==> src/rtl/rs485_dir_pkg.sv <==
package rs485_dir_pkg;
  typedef enum logic [1:0] {
    DIR_IDLE  = 2'd0,
    DIR_SETUP = 2'd1,
    DIR_SEND  = 2'd2,
    DIR_HOLD  = 2'd3
  } dir_state_t;
endpackage

==> src/rtl/rs485_hold_timer.sv <==
// Counts bit ticks during the post-transmit hold-off window.
module rs485_hold_timer #(
  parameter int DLY_W = 4
) (
  input  logic             clk,
  input  logic             rst,
  input  logic             load,
  input  logic [DLY_W-1:0] load_val,
  input  logic             tick,
  output logic             expire
);
  localparam logic [DLY_W-1:0] LAST = {{(DLY_W-1){1'b0}}, 1'b1};

  logic [DLY_W-1:0] remain_q;

  always_ff @(posedge clk) begin
    if (rst)
      remain_q <= '0;
    else if (load)
      remain_q <= load_val;
    else if (tick && remain_q != '0)
      remain_q <= remain_q - LAST;
  end

  assign expire = tick && (remain_q == LAST);
endmodule

==> src/rtl/rs485_dir_fsm.sv <==
// Sequencing of driver setup, sending and hold-off.
module rs485_dir_fsm
  import rs485_dir_pkg::*;
#(
  parameter int DLY_W = 4
) (
  input  logic             clk,
  input  logic             rst,
  input  logic             tx_pending,
  input  logic             char_start,
  input  logic             stop_done,
  input  logic             bit_tick,
  input  logic [DLY_W-1:0] turn_delay,
  input  logic             expire,
  output logic             load_hold,
  output dir_state_t       state_q,
  output dir_state_t       state_d
);
  always_comb begin
    state_d = state_q;
    unique case (state_q)
      DIR_IDLE:  if (tx_pending) state_d = DIR_SETUP;
      DIR_SETUP: begin
        if (bit_tick)         state_d = DIR_SEND;
        else if (!tx_pending) state_d = DIR_IDLE;
      end
      DIR_SEND: begin
        if (stop_done && !tx_pending)
          state_d = (turn_delay == '0) ? DIR_IDLE : DIR_HOLD;
      end
      DIR_HOLD: begin
        if (tx_pending || char_start) state_d = DIR_SEND;
        else if (expire)              state_d = DIR_IDLE;
      end
      default: state_d = DIR_IDLE;
    endcase
  end

  assign load_hold = (state_q == DIR_SEND) && (state_d == DIR_HOLD);

  always_ff @(posedge clk) begin
    if (rst) state_q <= DIR_IDLE;
    else     state_q <= state_d;
  end
endmodule

==> src/rtl/rs485_pin_stage.sv <==
// Output registers, loaded from the next state.
module rs485_pin_stage
  import rs485_dir_pkg::*;
(
  input  logic       clk,
  input  logic       rst,
  input  dir_state_t state_d,
  input  logic       de_invert,
  input  logic       hdx_en,
  output logic       de_pin,
  output logic       tx_go,
  output logic       rx_ignore
);
  logic drive_d;
  assign drive_d = (state_d != DIR_IDLE);

  always_ff @(posedge clk) begin
    if (rst) begin
      de_pin    <= de_invert;
      tx_go     <= 1'b0;
      rx_ignore <= 1'b0;
    end else begin
      de_pin    <= drive_d ^ de_invert;
      tx_go     <= (state_d == DIR_SEND);
      rx_ignore <= drive_d && hdx_en;
    end
  end
endmodule

==> src/rtl/rs485_dir_ctrl.sv <==
module rs485_dir_ctrl
  import rs485_dir_pkg::*;
#(
  parameter int DLY_W = 4
) (
  input  logic             clk,
  input  logic             rst,
  input  logic             tx_pending,
  input  logic             char_start,
  input  logic             stop_done,
  input  logic             bit_tick,
  input  logic [DLY_W-1:0] turn_delay,
  input  logic             de_invert,
  input  logic             hdx_en,
  output logic             de_pin,
  output logic             tx_go,
  output logic             rx_ignore
);
  dir_state_t state_q, state_d;
  logic       load_hold, expire;

  rs485_hold_timer #(.DLY_W(DLY_W)) u_timer (
    .clk(clk), .rst(rst), .load(load_hold), .load_val(turn_delay),
    .tick(bit_tick), .expire(expire)
  );

  rs485_dir_fsm #(.DLY_W(DLY_W)) u_fsm (
    .clk(clk), .rst(rst), .tx_pending(tx_pending), .char_start(char_start),
    .stop_done(stop_done), .bit_tick(bit_tick), .turn_delay(turn_delay),
    .expire(expire), .load_hold(load_hold), .state_q(state_q), .state_d(state_d)
  );

  rs485_pin_stage u_pins (
    .clk(clk), .rst(rst), .state_d(state_d), .de_invert(de_invert),
    .hdx_en(hdx_en), .de_pin(de_pin), .tx_go(tx_go), .rx_ignore(rx_ignore)
  );

  logic de_on;
  assign de_on = de_pin ^ de_invert;


  idle_start_chk: assert property (@(posedge clk) disable iff (rst)
    (state_q == DIR_IDLE && tx_pending) |=> (de_on && !tx_go));


  go_needs_drive_chk: assert property (@(posedge clk) disable iff (rst)
    tx_go |-> de_on);


  zero_delay_release_chk: assert property (@(posedge clk) disable iff (rst)
    (state_q == DIR_SEND && stop_done && !tx_pending && turn_delay == '0)
      |=> (!de_on && !tx_go));


  hold_keeps_drive_chk: assert property (@(posedge clk) disable iff (rst)
    (state_q == DIR_HOLD && !tx_pending && !char_start && !expire)
      |=> (de_on && !tx_go));


  hold_cancel_chk: assert property (@(posedge clk) disable iff (rst)
    (state_q == DIR_HOLD && tx_pending) |=> (tx_go && de_on));


  rx_blank_chk: assert property (@(posedge clk) disable iff (rst)
    rx_ignore |-> de_on);
endmodule

==> config.mk <==
export PLATFORM = sky130hd
export DESIGN_NAME = rs485_dir_ctrl
export DESIGN_NICKNAME = d
export VERILOG_FILES = /design/src/rtl/rs485_dir_pkg.sv /design/src/rtl/rs485_hold_timer.sv /design/src/rtl/rs485_dir_fsm.sv /design/src/rtl/rs485_pin_stage.sv /design/src/rtl/rs485_dir_ctrl.sv
export SDC_FILE = /design/constraint.sdc
export NUM_CORES = 1
export LEC_CHECK = 0
export ABC_AREA = 1
export BUFFER_PORTS_ARGS = -buffer_cell sky130_fd_sc_hd__buf_2
export CAP_MARGIN = 5
export CORE_AREA = 2 2 39 41
export DETAILED_ROUTE_END_ITERATION = 12
export DIE_AREA = 0 0 41 43
export GPL_TIMING_DRIVEN = 0
export PLACE_DENSITY_LB_ADDON = 0.08
export SYNTH_ARGS = -nofsm -noshare
export SYNTH_HDL_FRONTEND = slang
export SYNTH_SLANG_ARGS = --single-unit
export TNS_END_PERCENT = 1
==> constraint.sdc <==
create_clock -name clk -period 3.4 [get_ports clk]
set_clock_uncertainty 0.15 [all_clocks]
set_input_delay 0.34 -clock clk [delete_from_list [all_inputs] [get_ports clk]]
set_output_delay 0.34 -clock clk [all_outputs]
set_load 0.005 [all_outputs]
==> results of run 1 <==
[flip-flops by register name (all words and copies together) (netlist names)]
name,count
u_pins.de_pin,1
u_timer.remain_q,4
u_fsm.state_q,2
u_pins.rx_ignore,1
u_pins.tx_go,1
[cells in the final DEF, fill, tap and decap left out]
cell type	netlist	layout
nand2_1	17	17
buf_2	0	14
inv_1	12	12
dfxtp_1	9	9
nand3_1	8	8
nand2_2	5	5
nor2_1	4	4
o21ai_1	4	4
nor2_2	3	3
a21oi_1	3	3
clkbuf_4	0	3
nor2_4	2	2
inv_2	2	2
nand3b_1	2	2
ha_1	2	2
nand3_4	1	1
nand3_2	1	1
nand2_4	1	1
a21boi_2	1	1
xnor2_1	1	1
xor2_1	1	1
o21ai_0	1	1
nand4_1	1	1
clkbuf_1	0	1
[worst min path at each step]
stage	depth (start not counted)	from	to	slack, ns
global route	2	rst	u_timer.remain_q[2]	0.12
floorplan	1	rst	u_timer.remain_q[1]	0.26
CTS	2	rst	u_timer.remain_q[2]	0.1
finish	2	rst	u_timer.remain_q[2]	0.11
global placement	2	u_timer.remain_q[1]	u_timer.remain_q[1]	0.30
detailed placement	2	u_timer.remain_q[1]	u_timer.remain_q[1]	0.31
[routing by layer]
metal | track usage | wire (um) | vias up
met3 | 0.0209 | 59 | 4
met5 | 0 | 0 | -
met1 | 0.186 | 511 | 224
li1 | - | - | 292
met4 | 0.140 | 30 | 0
met2 | 0.228 | 468 | 13
[metrics by stage]
stage / hold slack, ns / power (mW)
3_5_place_dp: 0.314 / 0.376
4_1_cts: 0.0981 / 0.462
2_1_floorplan: 0.259 / 0.329
6_report: 0.114 / 0.457
3_3_place_gp: 0.304 / 0.371
5_1_grt: 0.120 / 0.502
[report_power, final]
part           leakage [nW]  switching [mW]  total (mW)  internal, mW
Combinational         0.279           0.122       0.215        0.0932
Sequential           0.0741          0.0268       0.160         0.133
Clock                0.0150          0.0369      0.0821        0.0452
[logic make-up (layout without fill, tap and decap cells)]
kind of cell,Yosys count,in the layout,synth area share
buffers and inverters,14,32,0.0909
flip-flops,9,9,0.312
XOR/XNOR,2,2,0.0303
AO/OA/AOI/OAI,9,9,0.0887
adder cells (fa/ha/maj),2,2,0.0433
AND/OR/NAND/NOR,45,45,0.435
[cell usage after synthesis]
| cell type | number | area share |
|---|---|---|
| nand2_1 | 17 | 0.11 |
| inv_1 | 12 | 0.078 |
| dfxtp_1 | 9 | 0.31 |
| nand3_1 | 8 | 0.069 |
| nand2_2 | 5 | 0.054 |
| nor2_1 | 4 | 0.026 |
| o21ai_1 | 4 | 0.035 |
| a21oi_1 | 3 | 0.026 |
| nor2_2 | 3 | 0.032 |
| ha_1 | 2 | 0.043 |
| inv_2 | 2 | 0.013 |
| nand3b_1 | 2 | 0.026 |
| nor2_4 | 2 | 0.039 |
| a21boi_2 | 1 | 0.019 |
| nand2_4 | 1 | 0.019 |
| nand3_2 | 1 | 0.017 |
| nand3_4 | 1 | 0.030 |
| nand4_1 | 1 | 0.011 |
| o21ai_0 | 1 | 0.0086 |
| xnor2_1 | 1 | 0.015 |
| xor2_1 | 1 | 0.015 |
[worst reg2reg max path, cell delays in order, from the launching register on]
cell     delay, ns
dfxtp_1       0.31
inv_1         0.11
ha_1          0.16
nand2_1       0.05
inv_1         0.06
nand3_1       0.06
nand2_1       0.06
nand3_1       0.09
nand2_2       0.13
nand2_2       0.05
nand2_1       0.05
nand2_1       0.04
[final cells by class]
class	instances	area share
multi-input combinational	58	0.497
clock buffer	4	0.0378
inverter	14	0.0757
tap	16	0.0288
timing repair buffer	14	0.101
sequential	9	0.259
==> metrics.txt, run 1 <==
reg-to-reg critical path endpoint u_pins.de_pin; CP Launch Point u_timer.remain_q[1]; IO Pins 15; CP arrival 1.43 ns; IO buf count 14; Final Slew Violations 0; Final WS setup 1.98 ns; worst-skew pair later-pin latency 0.26 ns; status completed; critical path's most frequent cell nand2_1; critical-path cell list inv_1, ha_1, nand2_1, inv_1, nand3_1, nand2_1, nand3_1, nand2_2, nand2_2, nand2_1, nand2_1; Max-slew headroom 0.873; Pwr per Cell Area 658 nW/um2; Post-DP Area 668 um2; register area 180 um2; Vias 533; nature of the critical path startpoint flop; worst reg2reg path depth 11; clock buffer depth 2; first-pass GRT wire length 1810 um; Fmax 0.703 GHz; Core Region 1380 um2; CP endpoint kind flop; largest net degree at the start of global routing 11; area delta synth->final 20.1%; Placer Congestion 0.765; Iter 0 DRT Violations 8; post-synthesis sequential area ratio 0.312; total setup buffers inserted after CTS 0; Syn Inst Count 81; # fillers 158; RSZ-0062 raised after global routing no; syn_nets 95; TritonCTS Sinks 9; final worst path period need 1.42 ns; Finished Cell Area 694 um2; total congestion overflow 0; worst hold path type input port to flop; Post-CTS Resized 0; Lkg Pwr 0.368 nW; Worst path depth 11; WP buf/inv 2; worst-margin pin slew 0.190 ns; max_cap viols 0; maximum vdd drop 0.368 mV; Post-Syn Area 578 um2; period utilisation layout 0.418; final setup TNS 0 ns; DRC violations left 0; Layout Cells excl Fill 115; fin util 0.502; Die Y 43 um; Worst setup endpoint u_pins.de_pin; initial core utilization 0.418; Yosys warning count 0; clock-pin slew on the worst setup and hold paths 0.06 ns; pre-CTS WS 1.97 ns; Final ANT Viol Nets 0; share of layout cells above drive strength 1 0.333; die area 1760 um2; r2r setup slk 1.98 ns; vias in the first global route 471; Crit path max-delay family simple AND/OR/NAND/NOR gates; Root Driver clkbuf_4; Diodes inserted 0; Crit-path slowest cell dfxtp_1; WL/cell 9.30 um; via/cell ratio 4.63; Fin. Hold Viols 0; CTS buffer count 3; Crit Path Max Fanout 5; critical path class flop to flop; Yosys reg bits 9; nets@finish 114; Distinct cells, synth 21; area occupied by multi-input gates 345 um2; Die X-Extent 41 um; Initial DRT Pass Iterations 4; CTS tree built; CP Data Required Time 3.41 ns; initial antenna violation count 0; synthesized area per cell 7.14 um2; # placed instances 111; gr usage total 0.156; Max stage delay on crit path 0.31 ns; final setup fails 0; CTS H-tree depth 1; dpl hpwl 891 um; final wirelength 1070 um; Site Rows 14; reg2reg start u_timer.remain_q[1]; CTS hold repair buffers 0
Note: power is estimated with default switching activity, not from simulation.
==> run 2: changes to the inputs <==
ABC_AREA = 0   (was 1)
clock period = 1.5 ns   (was 3.4 ns; I/O delays follow)
==> run 2 against run 1 <==
Net effect: the flow now finishes with violations (setup timing); critical endpoint is now u_timer.remain_q[3]; maximum frequency shrank 19%; area after synthesis fell by 12%; via count fell by 20%; total power increased by 120%; clock-buffer cell count stayed put; critical path type unchanged; setup slack lost 2.2 ns; die area is the same; first-iteration DRC count down 50%; non-clock buffer count grew 8.
==> metrics.txt, run 2 <==
status finished, violations left; failing checks setup timing; Vias 429; post-synthesis sequential area ratio 0.354; Final ANT Viol Nets 0; Syn Inst Count 51; nets@finish 92; initial core utilization 0.368; Yosys reg bits 9; Core Region 1380 um2; # fillers 126; IO Pins 15; final setup fails 6; Post-synth EDFFs 0; Fmax 0.567 GHz; CP Data Required Time 1.52 ns; Synth Flop Type dfxtp_1; area delta synth->final 45.0%; clock-pin slew on the worst setup and hold paths 0.06 ns; vias in the first global route 424; Most flops, register u_timer.remain_q; Crit Path Max Fanout 2; Post-Syn Area 509 um2; Layout Cells excl Fill 93; RSZ-0062 raised after global routing yes; wl on met1 496 um; worst-skew pair later-pin latency 0.25 ns; worst-margin pin slew 0.228 ns; cell taking the most area after synthesis dfxtp_1; Die Y 43 um; Die X-Extent 41 um; Root Driver clkbuf_4; Diodes inserted 0; fin util 0.533; Max-slew headroom 0.847; via/cell ratio 4.61; clock buffer depth 2; Initial DRT Pass Iterations 3; asr flop ratio synth 0; WL/cell 10.9 um; Final Slew Violations 0; IO buf count 14; CTS tree built; total congestion overflow 0; die area 1760 um2; synthesized area per cell 9.99 um2; DRC violations left 0; Pwr per Cell Area 1370 nW/um2; gr usage total 0.143; CTS buffer count 3; most common library cell in the layout ignoring fill and taps buf_2; Met2 Wirelength 453 um; critical path class flop to flop; final worst path period need 1.76 ns; syn_nets 65; Yosys warning count 0; Placer Congestion 0.715; Lkg Pwr 0.297 nW; top cells by area, synth dfxtp_1, nand4bb_4, ha_1; Final WS setup -0.263 ns; Site Rows 14; Iter 0 DRT Violations 4; Synth top area share 0.354; maximum vdd drop 0.759 mV; Met3 Routed Length 50 um; period utilisation layout 1.18; share of layout cells above drive strength 1 0.506; most frequent cells in the layout buf_2, dfxtp_1; Top Layer Used met4; nature of the critical path startpoint flop; dpl hpwl 702 um; Distinct cells, synth 27; Regs by FF count u_timer.remain_q (4), u_fsm.state_q (2); worst hold path type input port to flop; largest net degree at the start of global routing 9; Fin. Hold Viols 0; max_cap viols 0; initial antenna violation count 0; most common cell in the netlist dfxtp_1; top cells by count, synth dfxtp_1, inv_1, nand2_1, nor2_1, a211oi_1; CP endpoint kind flop; final wirelength 1010 um; TritonCTS Sinks 9; CP arrival 1.78 ns; number of flip-flops in the largest register 4; # placed instances 81; first-pass GRT wire length 1630 um; CTS H-tree depth 1
run 2: cell count changes in the layout (fill, tap and decap cells not counted), sizes merged, moves of 5 or more:
cell	previous run	this run
nand3	10	0
nand2	23	5
o21ai	5	0
inv	14	4
nor2	9	4
run 2: worst paths after layout:
| kind | start | endpoint | slack [ns] | depth (start not counted) |
|---|---|---|---|---|
| min | turn_delay[0] | u_timer.remain_q[0] | 0.04 | 3 |
| max reg2reg | u_timer.remain_q[1] | u_timer.remain_q[3] | -0.26 | 7 |
| min reg2reg | u_fsm.state_q[0] | u_fsm.state_q[1] | 0.40 | 2 |
| max | u_timer.remain_q[1] | u_timer.remain_q[3] | -0.26 | 7 |
run 2: cell type report:
| cell class | instances | area [um2] | area share |
|---|---|---|---|
| Multi-Input combinational cell | 38 | 352 | 0.476 |
| Sequential cell | 9 | 183 | 0.247 |
| Timing Repair Buffer | 22 | 140 | 0.190 |
| Clock buffer | 4 | 26.3 | 0.0356 |
| Tap cell | 16 | 20.0 | 0.0271 |
| Inverter | 4 | 17.5 | 0.0237 |
run 2: what timing repair did:
| action | CTS | global route |
|---|---|---|
| gates resized for setup | 10 | 2 |
| setup endpoints to repair | 6 | 8 |
| hold buffers | 4 | 0 |
| pin swaps | 3 | 2 |
| buffers inserted | 4 | 0 |
| endpoints found under the hold margin | 7 | 0 |
run 2: critical path, cell delays in order (launching register included):
cell,delay (ns)
dfxtp_2,0.34
inv_2,0.05
ha_4,0.16
inv_4,0.05
o31ai_4,0.07
or4_4,0.52
xor2_1,0.16
a211oi_1,0.19
run 2: power breakdown:
group	total (mW)	switching, mW	internal, mW
combinational	0.486	0.208	0.278
clock	0.178	0.0765	0.102
sequential	0.347	0.0501	0.297
run 2: layer usage:
metal	vias to the layer above	track usage
met1	179	0.191
met5	-	0
met3	2	0.0157
met4	0	0.120
met2	11	0.194
li1	237	-
run 2: kinds of logic after synthesis:
logic type / Yosys count / share of synthesized area
AND/OR/NAND/NOR: 21 / 0.295
adder cells (fa/ha/maj): 2 / 0.0491
multiplexers: 1 / 0.0197
buffers and inverters: 4 / 0.0295
XOR/XNOR: 4 / 0.0688
AO/OA/AOI/OAI: 10 / 0.184
flip-flops: 9 / 0.354
run 2: stage by stage:
stage	hold WS (ns)	TNS, ns	worst slack [ns]	total power [mW]	cell area, um2
finish	0.0388	-0.725	-0.263	1.01	738
global route	0.0339	-1.42	-0.351	1.09	738
CTS	0.0215	-0.827	-0.256	0.998	726
detailed placement	0.203	-0.920	-0.331	0.643	599
global placement	0.204	-0.946	-0.318	0.647	599
floorplan	0.0691	-0.206	-0.206	0.574	509
